$ cat src/rtl/hvf_pkg.sv
package hvf_pkg;

  typedef enum logic [1:0] {
    ACC_READ  = 2'b00,
    ACC_WRITE = 2'b01,
    ACC_FETCH = 2'b10,
    ACC_ALT   = 2'b11
  } acc_e;

  typedef enum logic [1:0] {
    EXC_NONE  = 2'b00,
    EXC_INSTR = 2'b01,
    EXC_DATA  = 2'b10
  } exc_e;

endpackage

$ cat src/rtl/hvf_classify.sv
module hvf_classify #(
  parameter int CAUSE_W   = 32,
  parameter int STORE_BIT = 25,
  parameter int TBL_BIT   = 17
) (
  input  logic [1:0]         acc_kind,
  input  logic               tbl_walk,
  input  logic [CAUSE_W-1:0] cause_in,
  output logic               is_fetch,
  output logic               is_store,
  output logic [CAUSE_W-1:0] adj_cause
);
  import hvf_pkg::*;

  localparam logic [CAUSE_W-1:0] STORE_MASK = CAUSE_W'(1) << STORE_BIT;
  localparam logic [CAUSE_W-1:0] TBL_MASK   = CAUSE_W'(1) << TBL_BIT;

  // Adjust the raw cause: OR in the marker bits, never clear anything.
  function automatic logic [CAUSE_W-1:0] adjust(
    input logic [CAUSE_W-1:0] raw,
    input logic               st,
    input logic               tb
  );
    logic [CAUSE_W-1:0] v;
    v = raw;
    if (st) v = v | STORE_MASK;
    if (tb) v = v | TBL_MASK;
    return v;
  endfunction

  always_comb begin
    is_fetch  = (acc_kind == ACC_FETCH);
    is_store  = (acc_kind == ACC_WRITE);
    adj_cause = adjust(cause_in, is_store, tbl_walk);
  end

endmodule

$ cat src/rtl/hvf_fold.sv
module hvf_fold #(
  parameter int CAUSE_W = 32,
  parameter int STATE_W = 64
) (
  input  logic [STATE_W-1:0] state_in,
  input  logic [CAUSE_W-1:0] code,
  output logic [STATE_W-1:0] folded
);
  logic [STATE_W-1:0] code_ext;

  generate
    if (STATE_W >= CAUSE_W) begin : g_wide
      assign code_ext = {{(STATE_W-CAUSE_W){1'b0}}, code};
    end else begin : g_narrow
      assign code_ext = code[STATE_W-1:0];
    end
  endgenerate

  assign folded = state_in | code_ext;

endmodule

$ cat src/rtl/hvf_regs.sv
module hvf_regs #(
  parameter int ADDR_W  = 64,
  parameter int CAUSE_W = 32,
  parameter int STATE_W = 64
) (
  input  logic               clk,
  input  logic               rst,
  input  logic               instr_cap,
  input  logic               data_cap,
  input  logic [CAUSE_W-1:0] adj_cause,
  input  logic [ADDR_W-1:0]  eff_addr,
  input  logic [ADDR_W-1:0]  guest_ra,
  input  logic [STATE_W-1:0] state_in,
  input  logic [STATE_W-1:0] folded_state,
  output logic [1:0]         exc_kind,
  output logic [CAUSE_W-1:0] flt_status,
  output logic [ADDR_W-1:0]  flt_daddr,
  output logic [ADDR_W-1:0]  sec_addr,
  output logic [CAUSE_W-1:0] err_code,
  output logic [STATE_W-1:0] saved_state,
  output logic               fault_evt
);
  import hvf_pkg::*;

  always_ff @(posedge clk) begin
    if (rst) begin
      exc_kind    <= EXC_NONE;
      flt_status  <= '0;
      flt_daddr   <= '0;
      sec_addr    <= '0;
      err_code    <= '0;
      saved_state <= '0;
      fault_evt   <= 1'b0;
    end else begin
      fault_evt <= instr_cap | data_cap;
      if (instr_cap) begin
        exc_kind    <= EXC_INSTR;
        sec_addr    <= guest_ra;
        err_code    <= adj_cause;
        saved_state <= folded_state;
      end else if (data_cap) begin
        exc_kind    <= EXC_DATA;
        flt_status  <= adj_cause;
        flt_daddr   <= eff_addr;
        sec_addr    <= guest_ra;
        err_code    <= '0;
        saved_state <= state_in;
      end
    end
  end

endmodule

$ cat src/rtl/hvf_fault_capture.sv
module hvf_fault_capture #(
  parameter int ADDR_W    = 64,
  parameter int CAUSE_W   = 32,
  parameter int STATE_W   = 64,
  parameter int STORE_BIT = 25,
  parameter int TBL_BIT   = 17
) (
  input  logic               clk,
  input  logic               rst,
  input  logic               cap_en,
  input  logic               flt_valid,
  input  logic [1:0]         acc_kind,
  input  logic [ADDR_W-1:0]  eff_addr,
  input  logic [ADDR_W-1:0]  guest_ra,
  input  logic [CAUSE_W-1:0] cause_in,
  input  logic               tbl_walk,
  input  logic [STATE_W-1:0] state_in,
  output logic [1:0]         exc_kind,
  output logic [CAUSE_W-1:0] flt_status,
  output logic [ADDR_W-1:0]  flt_daddr,
  output logic [ADDR_W-1:0]  sec_addr,
  output logic [CAUSE_W-1:0] err_code,
  output logic [STATE_W-1:0] saved_state,
  output logic               fault_evt
);
  logic               is_fetch;
  logic               is_store;
  logic [CAUSE_W-1:0] adj_cause;
  logic [STATE_W-1:0] folded_state;
  logic               cap_fire;
  logic               instr_cap;
  logic               data_cap;

  assign cap_fire  = flt_valid & cap_en;
  assign instr_cap = cap_fire & is_fetch;
  assign data_cap  = cap_fire & ~is_fetch;

  hvf_classify #(
    .CAUSE_W(CAUSE_W), .STORE_BIT(STORE_BIT), .TBL_BIT(TBL_BIT)
  ) u_classify (
    .acc_kind (acc_kind),
    .tbl_walk (tbl_walk),
    .cause_in (cause_in),
    .is_fetch (is_fetch),
    .is_store (is_store),
    .adj_cause(adj_cause)
  );

  hvf_fold #(.CAUSE_W(CAUSE_W), .STATE_W(STATE_W)) u_fold (
    .state_in(state_in),
    .code    (adj_cause),
    .folded  (folded_state)
  );

  hvf_regs #(.ADDR_W(ADDR_W), .CAUSE_W(CAUSE_W), .STATE_W(STATE_W)) u_regs (
    .clk         (clk),
    .rst         (rst),
    .instr_cap   (instr_cap),
    .data_cap    (data_cap),
    .adj_cause   (adj_cause),
    .eff_addr    (eff_addr),
    .guest_ra    (guest_ra),
    .state_in    (state_in),
    .folded_state(folded_state),
    .exc_kind    (exc_kind),
    .flt_status  (flt_status),
    .flt_daddr   (flt_daddr),
    .sec_addr    (sec_addr),
    .err_code    (err_code),
    .saved_state (saved_state),
    .fault_evt   (fault_evt)
  );

endmodule

$ cat config.mk
export PLATFORM = sky130hd
export DESIGN_NAME = hvf_fault_capture
export DESIGN_NICKNAME = d
export VERILOG_FILES = /design/src/rtl/hvf_pkg.sv /design/src/rtl/hvf_classify.sv /design/src/rtl/hvf_fold.sv /design/src/rtl/hvf_regs.sv /design/src/rtl/hvf_fault_capture.sv
export SDC_FILE = /design/constraint.sdc
export NUM_CORES = 1
export LEC_CHECK = 0
export BUFFER_PORTS_ARGS = -buffer_cell sky130_fd_sc_hd__buf_2
export CORE_AREA = 2 2 193 195
export DETAILED_ROUTE_END_ITERATION = 10
export DIE_AREA = 0 0 195 197
export PLACE_DENSITY_LB_ADDON = 0.05
export SETUP_SLACK_MARGIN = 0.4
export SLEW_MARGIN = 20
export SYNTH_ARGS = -nofsm -noshare
export SYNTH_HDL_FRONTEND = slang
export SYNTH_SLANG_ARGS = --single-unit
$ cat constraint.sdc
create_clock -name clk -period 1.2 [get_ports clk]
set_input_delay 0.06 -clock clk [delete_from_list [all_inputs] [get_ports clk]]
set_output_delay 0.06 -clock clk [all_outputs]
set_load 0.01 [all_outputs]
## After elaboration in Yosys (flattened, before gate mapping)

Index checks and enable logic that the tools add are counted.

| storage, ports and cells | value |
|---|---|
| output and inout bits | 259 |
| memories kept | 0 |
| bits in read-only memories | 0 |
| RAM bits | 0 |
| bits in latches | 0 |
| input port bits | 231 |
| flip-flop bits (word level) | 259 |
| word-level logic and storage cells | 30 |

| operators by class | value |
|---|---|
| div/mod/pow operators | 0 |
| shifts and indexed selects | 0 |
| equal/unequal tests | 2 |
| multipliers | 0 |
| order comparisons | 0 |
| bitwise operators | 7 |
| add/subtract/negate cells | 0 |
| multiplexer cells | 10 |
| reduce and logical (&&, ||, !) cells | 3 |

Operators by type and width:

| operator | count |
|---|---|
| two-way mux 64 bit | 4 |
| two-way mux 32 bit | 2 |
| bitwise OR 64 x 32 -> 64 bit | 1 |
| two-way mux 26 bit | 1 |
| two-way mux 18 bit | 1 |
| bitwise AND 1 bit | 3 |
| equality test 2 x 1 -> 1 bit (second input constant) | 1 |
| equality test 2 bit (second input constant) | 1 |
| two-way mux 1 bit | 2 |
| inverter 1 bit | 2 |
| AND reduction 2 bit | 1 |
| nonzero test 2 bit | 1 |
| OR reduction 2 bit | 1 |
| bitwise OR 1 bit | 1 |

## Depth between registers and ports, before layout

Gate-level depths: netlist of run 1.

| depth | value |
|---|---|
| depth in word-level cells | 5 |
| gate-level depth with buffers | 6 |
| mapped depth without buffers | 3 |

## By module

Synthesis of run 1 repeated with hierarchy kept, for this count alone.

| unflattened totals | value |
|---|---|
| cells, all modules | 1192 |
| area total of the unflattened synthesis | 10548.9 sq um |

By module, submodules not included:

| module | cells each | area an instance (sq um) | sequential area each (sq um) | instances |
|---|---|---|---|---|
| hvf_regs | 1092 | 9831.9 | 5185.0 | 1 |
| hvf_fold | 64 | 440.4 | 0.0 | 1 |
| hvf_classify | 34 | 260.2 | 0.0 | 1 |
| hvf_fault_capture | 2 | 16.3 | 0.0 | 1 |

## Worst setup path before layout of run 1

No wires, ideal clock.

| timing path | value |
|---|---|
| path kind | input -> register |
| start | input port rst |
| end | register u_regs.flt_daddr[31] |
| setup time | 0.143 ns |
| required time | 1.057 ns |
| setup slack | 0.226 ns |
| arrival time | 0.830 ns |
| path buffers | 3 |
| cell stages on the path | 4 |
| cell sequence | buf_2 > buf_2 > buf_1 > a21oi_2 |

RTL lines:

| what | line | source |
|---|---|---|
| start: declaration | hvf_fault_capture.sv:9 | `input logic rst,` |
| end signal: assignment | hvf_regs.sv:44 | `flt_daddr <= eff_addr;` |
| end: declaration | hvf_regs.sv:17 | `output logic [ADDR_W-1:0] flt_daddr,` |

No word-level cell between the ends.

## Worst setup path in the final report of run 1

| timing path | value |
|---|---|
| start | register u_regs.saved_state[14] |
| end | output port saved_state[14] |

RTL lines:

| what | line | source |
|---|---|---|
| start: declaration | hvf_regs.sv:20 | `output logic [STATE_W-1:0] saved_state,` |
| start signal: assignment | hvf_regs.sv:40 | `saved_state <= folded_state;` |
| start signal: assignment | hvf_regs.sv:47 | `saved_state <= state_in;` |
| end: declaration | hvf_fault_capture.sv:23 | `output logic [STATE_W-1:0] saved_state,` |

No word-level cell between the ends.

==> out/qor.yml, run 1 <==
place.gp.congestion: 0.7756
grt_pass1_wl_mm: 63.75
p_int_w: 0.01615
dieWidth_um: 195
first_pass_iters: 5
outcome: "finished, violations left"
io_pins: 490
seqPwrFrac_pct: 42.9
min_path_type: "in2reg"
p_leak_nw: 7.642
wire_per_inst_um: 17.89
pwr-share-clk_pct: 40.4
worst_pin_slew_ps: 339.3
ys_warn_count: 0
final_util_pct: 51.01
slew_violations: 0
drtIter0Drc: 296
avgSynthCellArea_um2: 8.482
cts_buffers: 31
violations: "hold timing"
ant_nets: 0
worstSetupPathType: "reg2out"
vias: 10940
synthesis.nets: 1377
cts_tree: "yes"
io_buffers: 489
dp_hpwl_mm: 28.75
grt_usage_pct: 20.84
fill_cells: 3476
switchingPower_w: 0.005565
first_global_vias: 11090
fmax_mhz: 921.2
layout.nets: 2119
globalRouteOverflowTotal: 0
cp.arrival_ps: 1030
crit_required_ps: 1140
fin_hold_ws_ps: -179.8
avgViaCountPerCell: 4.604
post-route-min-period_ps: 1086
p_sw_share_pct: 25.62
power_density_nw_per_um2: 1174
htree_levels: 1
clock_skew_ps: 0
hold_viol: 21
critPathLaunchType: "flip-flop"
total_power_w: 0.02172
dp_cells: 2055
coreArea_um2: 36260
die_h_um: 197
clock_latency_ps: 530
dieArea_um2: 38420
ir_worst_vdd_mv: 1.106
max_slew_margin_pct: 77.38
clock-sinks: 259
wl_mm: 42.50
ys_seq_area_share_pct: 53.34
grt_max_degree: 49
post-route-period-util_pct: 90.46
area_delta_synth_final_pct: 90.27
path_cells: "buf_6"
cts.path.max_buffers: 3
tns_ps: 0
syn_area_um2: 9721
rows: 70
cp_slowest_cell: "dfxtp_4"
setup_violations: 0
maxCapViolCount: 0
cp_max_fo: 2
ys_ff_latch: 259
ctsRootBufferMaster: "clkbuf_16"
rsz0062_at_grt: "yes"
antenna_found_initial: 1
critPathMaxStageDelay_ps: 360
comb_power_share_pct: 16.8
path_buf_inv: 1
end_kind: "output pin"
ys_types: 26
final_cells: 2376
remaining_drc_errors: 0
drive_above_1_share_pct: 51.23
crit_family: "flip-flops"
syn-instance-count: 1146
cts.clk_slew.worst_paths_ps: 60
start_util_pct: 26.81
==> cell usage in the layout, fill, tap and decap left out, types with 7 or more instances in the layout <==
master,instances
a31oi_1,32
nand2_1,319
buf_2,230
clkbuf_1,7
a21oi_1,185
o21ai_0,94
clkinv_2,9
buf_6,258
buf_4,64
dlygate4sd3_1,231
nand3_2,42
a21oi_2,40
clkbuf_16,31
nand3_1,52
dfxtp_2,255
buf_12,32
==> area by class of cell <==
class                           count  area [um2]  share of cell area, %
Clock buffer                       41       843.3                  4.560
Tap cell                          468       585.6                  3.166
Timing Repair Buffer              816        7502                  40.56
Clock inverter                     11       82.58                 0.4465
Inverter                            1       3.754                0.02029
Multi-Input combinational cell    779        3960                  21.41
Antenna cell                        1       2.502                0.01353
Sequential cell                   259        5515                  29.82
==> registers in the layout (all words and copies together) (netlist names) <==
signal and flops:
u_regs.flt_daddr 64, u_regs.exc_kind 2, u_regs.flt_status 32, u_regs.fault_evt 1, u_regs.saved_state 64, u_regs.err_code 32
u_regs.sec_addr 64
==> cells by family (layout without fill, tap and decap cells) <==
group / count (synthesis) / in the layout / synth area share [%]
AO/OA/AOI/OAI: 353 / 353 / 20.16
flip-flops: 259 / 259 / 53.34
other: 0 / 1 / 0
AND/OR/NAND/NOR: 426 / 426 / 20.08
buffers and inverters: 108 / 869 / 6.423
==> synthesized netlist by cell type (all sizes together) <==
cell | number | area (um2)
a211oi | 1 | 7.510
a21oi | 225 | 1276
a31oi | 32 | 200.2
and2 | 1 | 6.260
and4b | 1 | 10.01
buf | 69 | 474.2
clkbuf | 38 | 146.4
dfxtp | 259 | 5185
inv | 1 | 3.750
nand2 | 320 | 1204
nand2b | 1 | 6.260
nand3 | 94 | 670.6
nor2 | 4 | 15.01
nor2b | 1 | 13.76
nor3 | 3 | 20.02
nor4 | 1 | 6.260
o21ai | 95 | 475.5
==> per-layer routing <==
metal / part of all wire [%] / global-route usage (%) / vias to the layer above / routed length [um]
met5: 0 / 0 / - / 0
li1: - / - / 5361 / -
met1: 40 / 24.48 / 5138 / 16960
met3: 7.4 / 5.938 / 76 / 3143
met4: 3.9 / 8.029 / 0 / 1647
met2: 49 / 35.99 / 363 / 20740
==> final timing paths <==
check | end | slack, ps | start | cells after the start
max | saved_state[14] | 110 | u_regs.saved_state[14]$_SDFFE_PP0P_ | 1
max reg2reg | u_regs.sec_addr[38]$_SDFFE_PP0P_ | 390 | u_regs.sec_addr[38]$_SDFFE_PP0P_ | 4
min reg2reg | u_regs.sec_addr[52]$_SDFFE_PP0P_ | 460 | u_regs.sec_addr[52]$_SDFFE_PP0P_ | 2
min | u_regs.saved_state[45]$_SDFFE_PP0P_ | -180 | rst | 2
==> power by group through the flow <==
stage | Combinational (W) | Sequential [W] | Clock (W)
floorplan | 0.00105 | 0.00951 | 0
global placement | 0.00254 | 0.00933 | 0
detailed placement | 0.00254 | 0.00934 | 0
CTS | 0.00357 | 0.00931 | 0.00905
global route | 0.00392 | 0.00935 | 0.00937
finish | 0.00364 | 0.00931 | 0.00877
==> what timing repair did <==
| action | in CTS | in global routing |
|---|---|---|
| setup endpoints to repair | 259 | 266 |
| pin swaps | 0 | 0 |
| hold endpoints to repair | 257 | 26 |
| gates resized for setup | 573 | 5 |
| hold buffers | 229 | 3 |
| buffers inserted | 7 | 29 |
==> metrics by stage <==
| step | cell area [um2] | setup slack [ps] |
|---|---|---|
| 2_1_floorplan | 9876 | 368.6 |
| 3_3_place_gp | 13020 | 31.64 |
| 3_5_place_dp | 13020 | 66.24 |
| 4_1_cts | 18220 | 77.77 |
| 5_1_grt | 18500 | 78.66 |
| 6_report | 18500 | 114.4 |
Note: power is estimated with default switching activity, not from simulation.
==> run 2, diff against run 1 <==
==> constraint.sdc (replaced) <==
create_clock -name clk -period 1.2 [get_ports clk]
set_input_delay 0.36 -clock clk [delete_from_list [all_inputs] [get_ports clk]]
set_output_delay 0.36 -clock clk [all_outputs]
set_load 0.01 [all_outputs]
==> run 2 against run 1 <==
The flow finishes with violations (setup timing). First-iteration DRC count grew 1.7%. Critical path depth unchanged. Critical path type unchanged. Maximum frequency fell by 22%. Hold slack better by 210 ps. Combinational power up 6.3%. Routed wire length up 4.4%. Largest cell class unchanged. Utilization is 0.55 points higher.
==> out/qor.yml, run 2 (synthesis results as in run 1) <==
place.gp.congestion: 0.7845
layout_common_cells: "275 x buf_6, 274 x nand2_1, 256 x dfxtp_2"
crit_required_ps: 840
first_pass_iters: 4
final_util_pct: 51.55
first_global_vias: 10140
crit_family: "flip-flops"
reg.largest.list: "u_regs.flt_daddr x64, u_regs.saved_state x64, u_regs.sec_addr x64"
ir_worst_vdd_mv: 1.100
worst_pin_slew_ps: 382.4
wl_mm: 44.39
start_util_pct: 26.81
final_common_cell: "buf_6"
fmax_mhz: 717.0
wire_per_inst_um: 19.88
post-route-period-util_pct: 116.2
antenna_found_initial: 10
htree_levels: 1
total_power_w: 0.02258
final_cells: 2233
rsz0062_at_grt: "yes"
setup_violations: 259
maxCapViolCount: 0
dieArea_um2: 38420
coreArea_um2: 36260
cts.path.max_buffers: 3
clock_skew_ps: 0
area_delta_synth_final_pct: 92.30
dp_cells: 2075
worst_slack_ps: -194.8
p_leak_nw: 7.616
io_pins: 490
dp_hpwl_mm: 28.31
post-route-min-period_ps: 1395
fin_hold_ws_ps: 34.21
clock-sinks: 259
dieWidth_um: 195
cts_buffers: 31
cp.arrival_ps: 1030
grt_max_degree: 47
grt_pass1_wl_mm: 59.60
violations: "setup timing"
cts.clk_slew.worst_paths_ps: 60
avgViaCountPerCell: 4.710
critPathMaxStageDelay_ps: 350
drive_above_1_share_pct: 68.69
critPathLaunchType: "flip-flop"
slew_violations: 0
outcome: "finished, violations left"
fill_cells: 3480
ant_nets: 0
end_kind: "output pin"
cts_tree: "yes"
io_buffers: 489
remaining_drc_errors: 0
ctsRootBufferMaster: "clkbuf_16"
worstSetupPathType: "reg2out"
path_buf_inv: 1
cp_max_fo: 2
grt_usage_pct: 19.61
globalRouteOverflowTotal: 0
max_slew_margin_pct: 74.51
clock_latency_ps: 560
vias: 10520
hold_viol: 0
path_cells: "buf_6"
cp_slowest_cell: "dfxtp_2"
power_density_nw_per_um2: 1208
min_path_type: "in2reg"
rows: 70
layout.nets: 1967
drtIter0Drc: 301
die_h_um: 197
run 2: cell count changes in the layout (fill, tap and decap cells not counted), sizes merged:
cell,change
diode,+4
clkinvlp,+2
dlygate4sd3,-221
dlymetal6s4s,-1
buf,+36
bufinv,+1
nand2,+1
clkbuf,+38
clkinv,-3
run 2: stage by stage:
stage | setup TNS (ps) | cell area [um2] | worst slack, ps
2_1_floorplan | 0 | 10030 | 68.60
3_3_place_gp | -34010 | 13340 | -189.5
3_5_place_dp | -37900 | 13340 | -206.2
4_1_cts | -48330 | 16490 | -232.7
5_1_grt | -51630 | 18690 | -256.5
6_report | -39970 | 18690 | -194.8
run 2: final cells by class:
| cell class | instances | area, um2 | share of cell area [%] |
|---|---|---|---|
| Clock inverter | 11 | 112.6 | 0.6024 |
| Sequential cell | 259 | 5517 | 29.51 |
| Inverter | 1 | 3.754 | 0.02008 |
| Antenna cell | 5 | 12.51 | 0.06693 |
| Multi-Input combinational cell | 780 | 4872 | 26.06 |
| Tap cell | 468 | 585.6 | 3.133 |
| Clock buffer | 46 | 902.1 | 4.826 |
| Timing Repair Buffer | 663 | 6688 | 35.78 |
run 2: timing repair:
item | 4_1_cts | 5_1_grt
setup buffers | 9 | 36
cloned | 1 | 40
endpoints found under the hold margin | 10 | 0
resized for setup | 567 | 264
pin swaps | 1 | 104
hold buffers | 10 | 0
endpoints found under the setup margin | 263 | 394
run 2: final timing paths:
check,start,to,slack [ps],depth (start not counted)
worst min register to register,u_regs.sec_addr[30]$_SDFFE_PP0P_,u_regs.sec_addr[30]$_SDFFE_PP0P_,460,2
worst max-delay path,u_regs.exc_kind[1]$_SDFFE_PP0P_,exc_kind[1],-190,1
worst min-delay path,state_in[42],u_regs.saved_state[42]$_SDFFE_PP0P_,30,3
worst max register to register,u_regs.flt_status[17]$_SDFFE_PP0P_,u_regs.flt_status[17]$_SDFFE_PP0P_,390,4
run 2: per-layer routing:
layer | up-vias | routed length (um) | global-route usage [%]
met2 | 337 | 21890 | 33.32
met5 | - | 51 | 0
met3 | 70 | 3522 | 7.016
met1 | 5011 | 17900 | 23.17
li1 | 5091 | - | -
met4 | 8 | 1030 | 6.022
run 2: where the power goes:
| part | internal [W] | switching (W) |
|---|---|---|
| Clock | 0.00559 | 0.00381 |
| Combinational | 0.00203 | 0.00183 |
| Sequential | 0.00905 | 0.000271 |
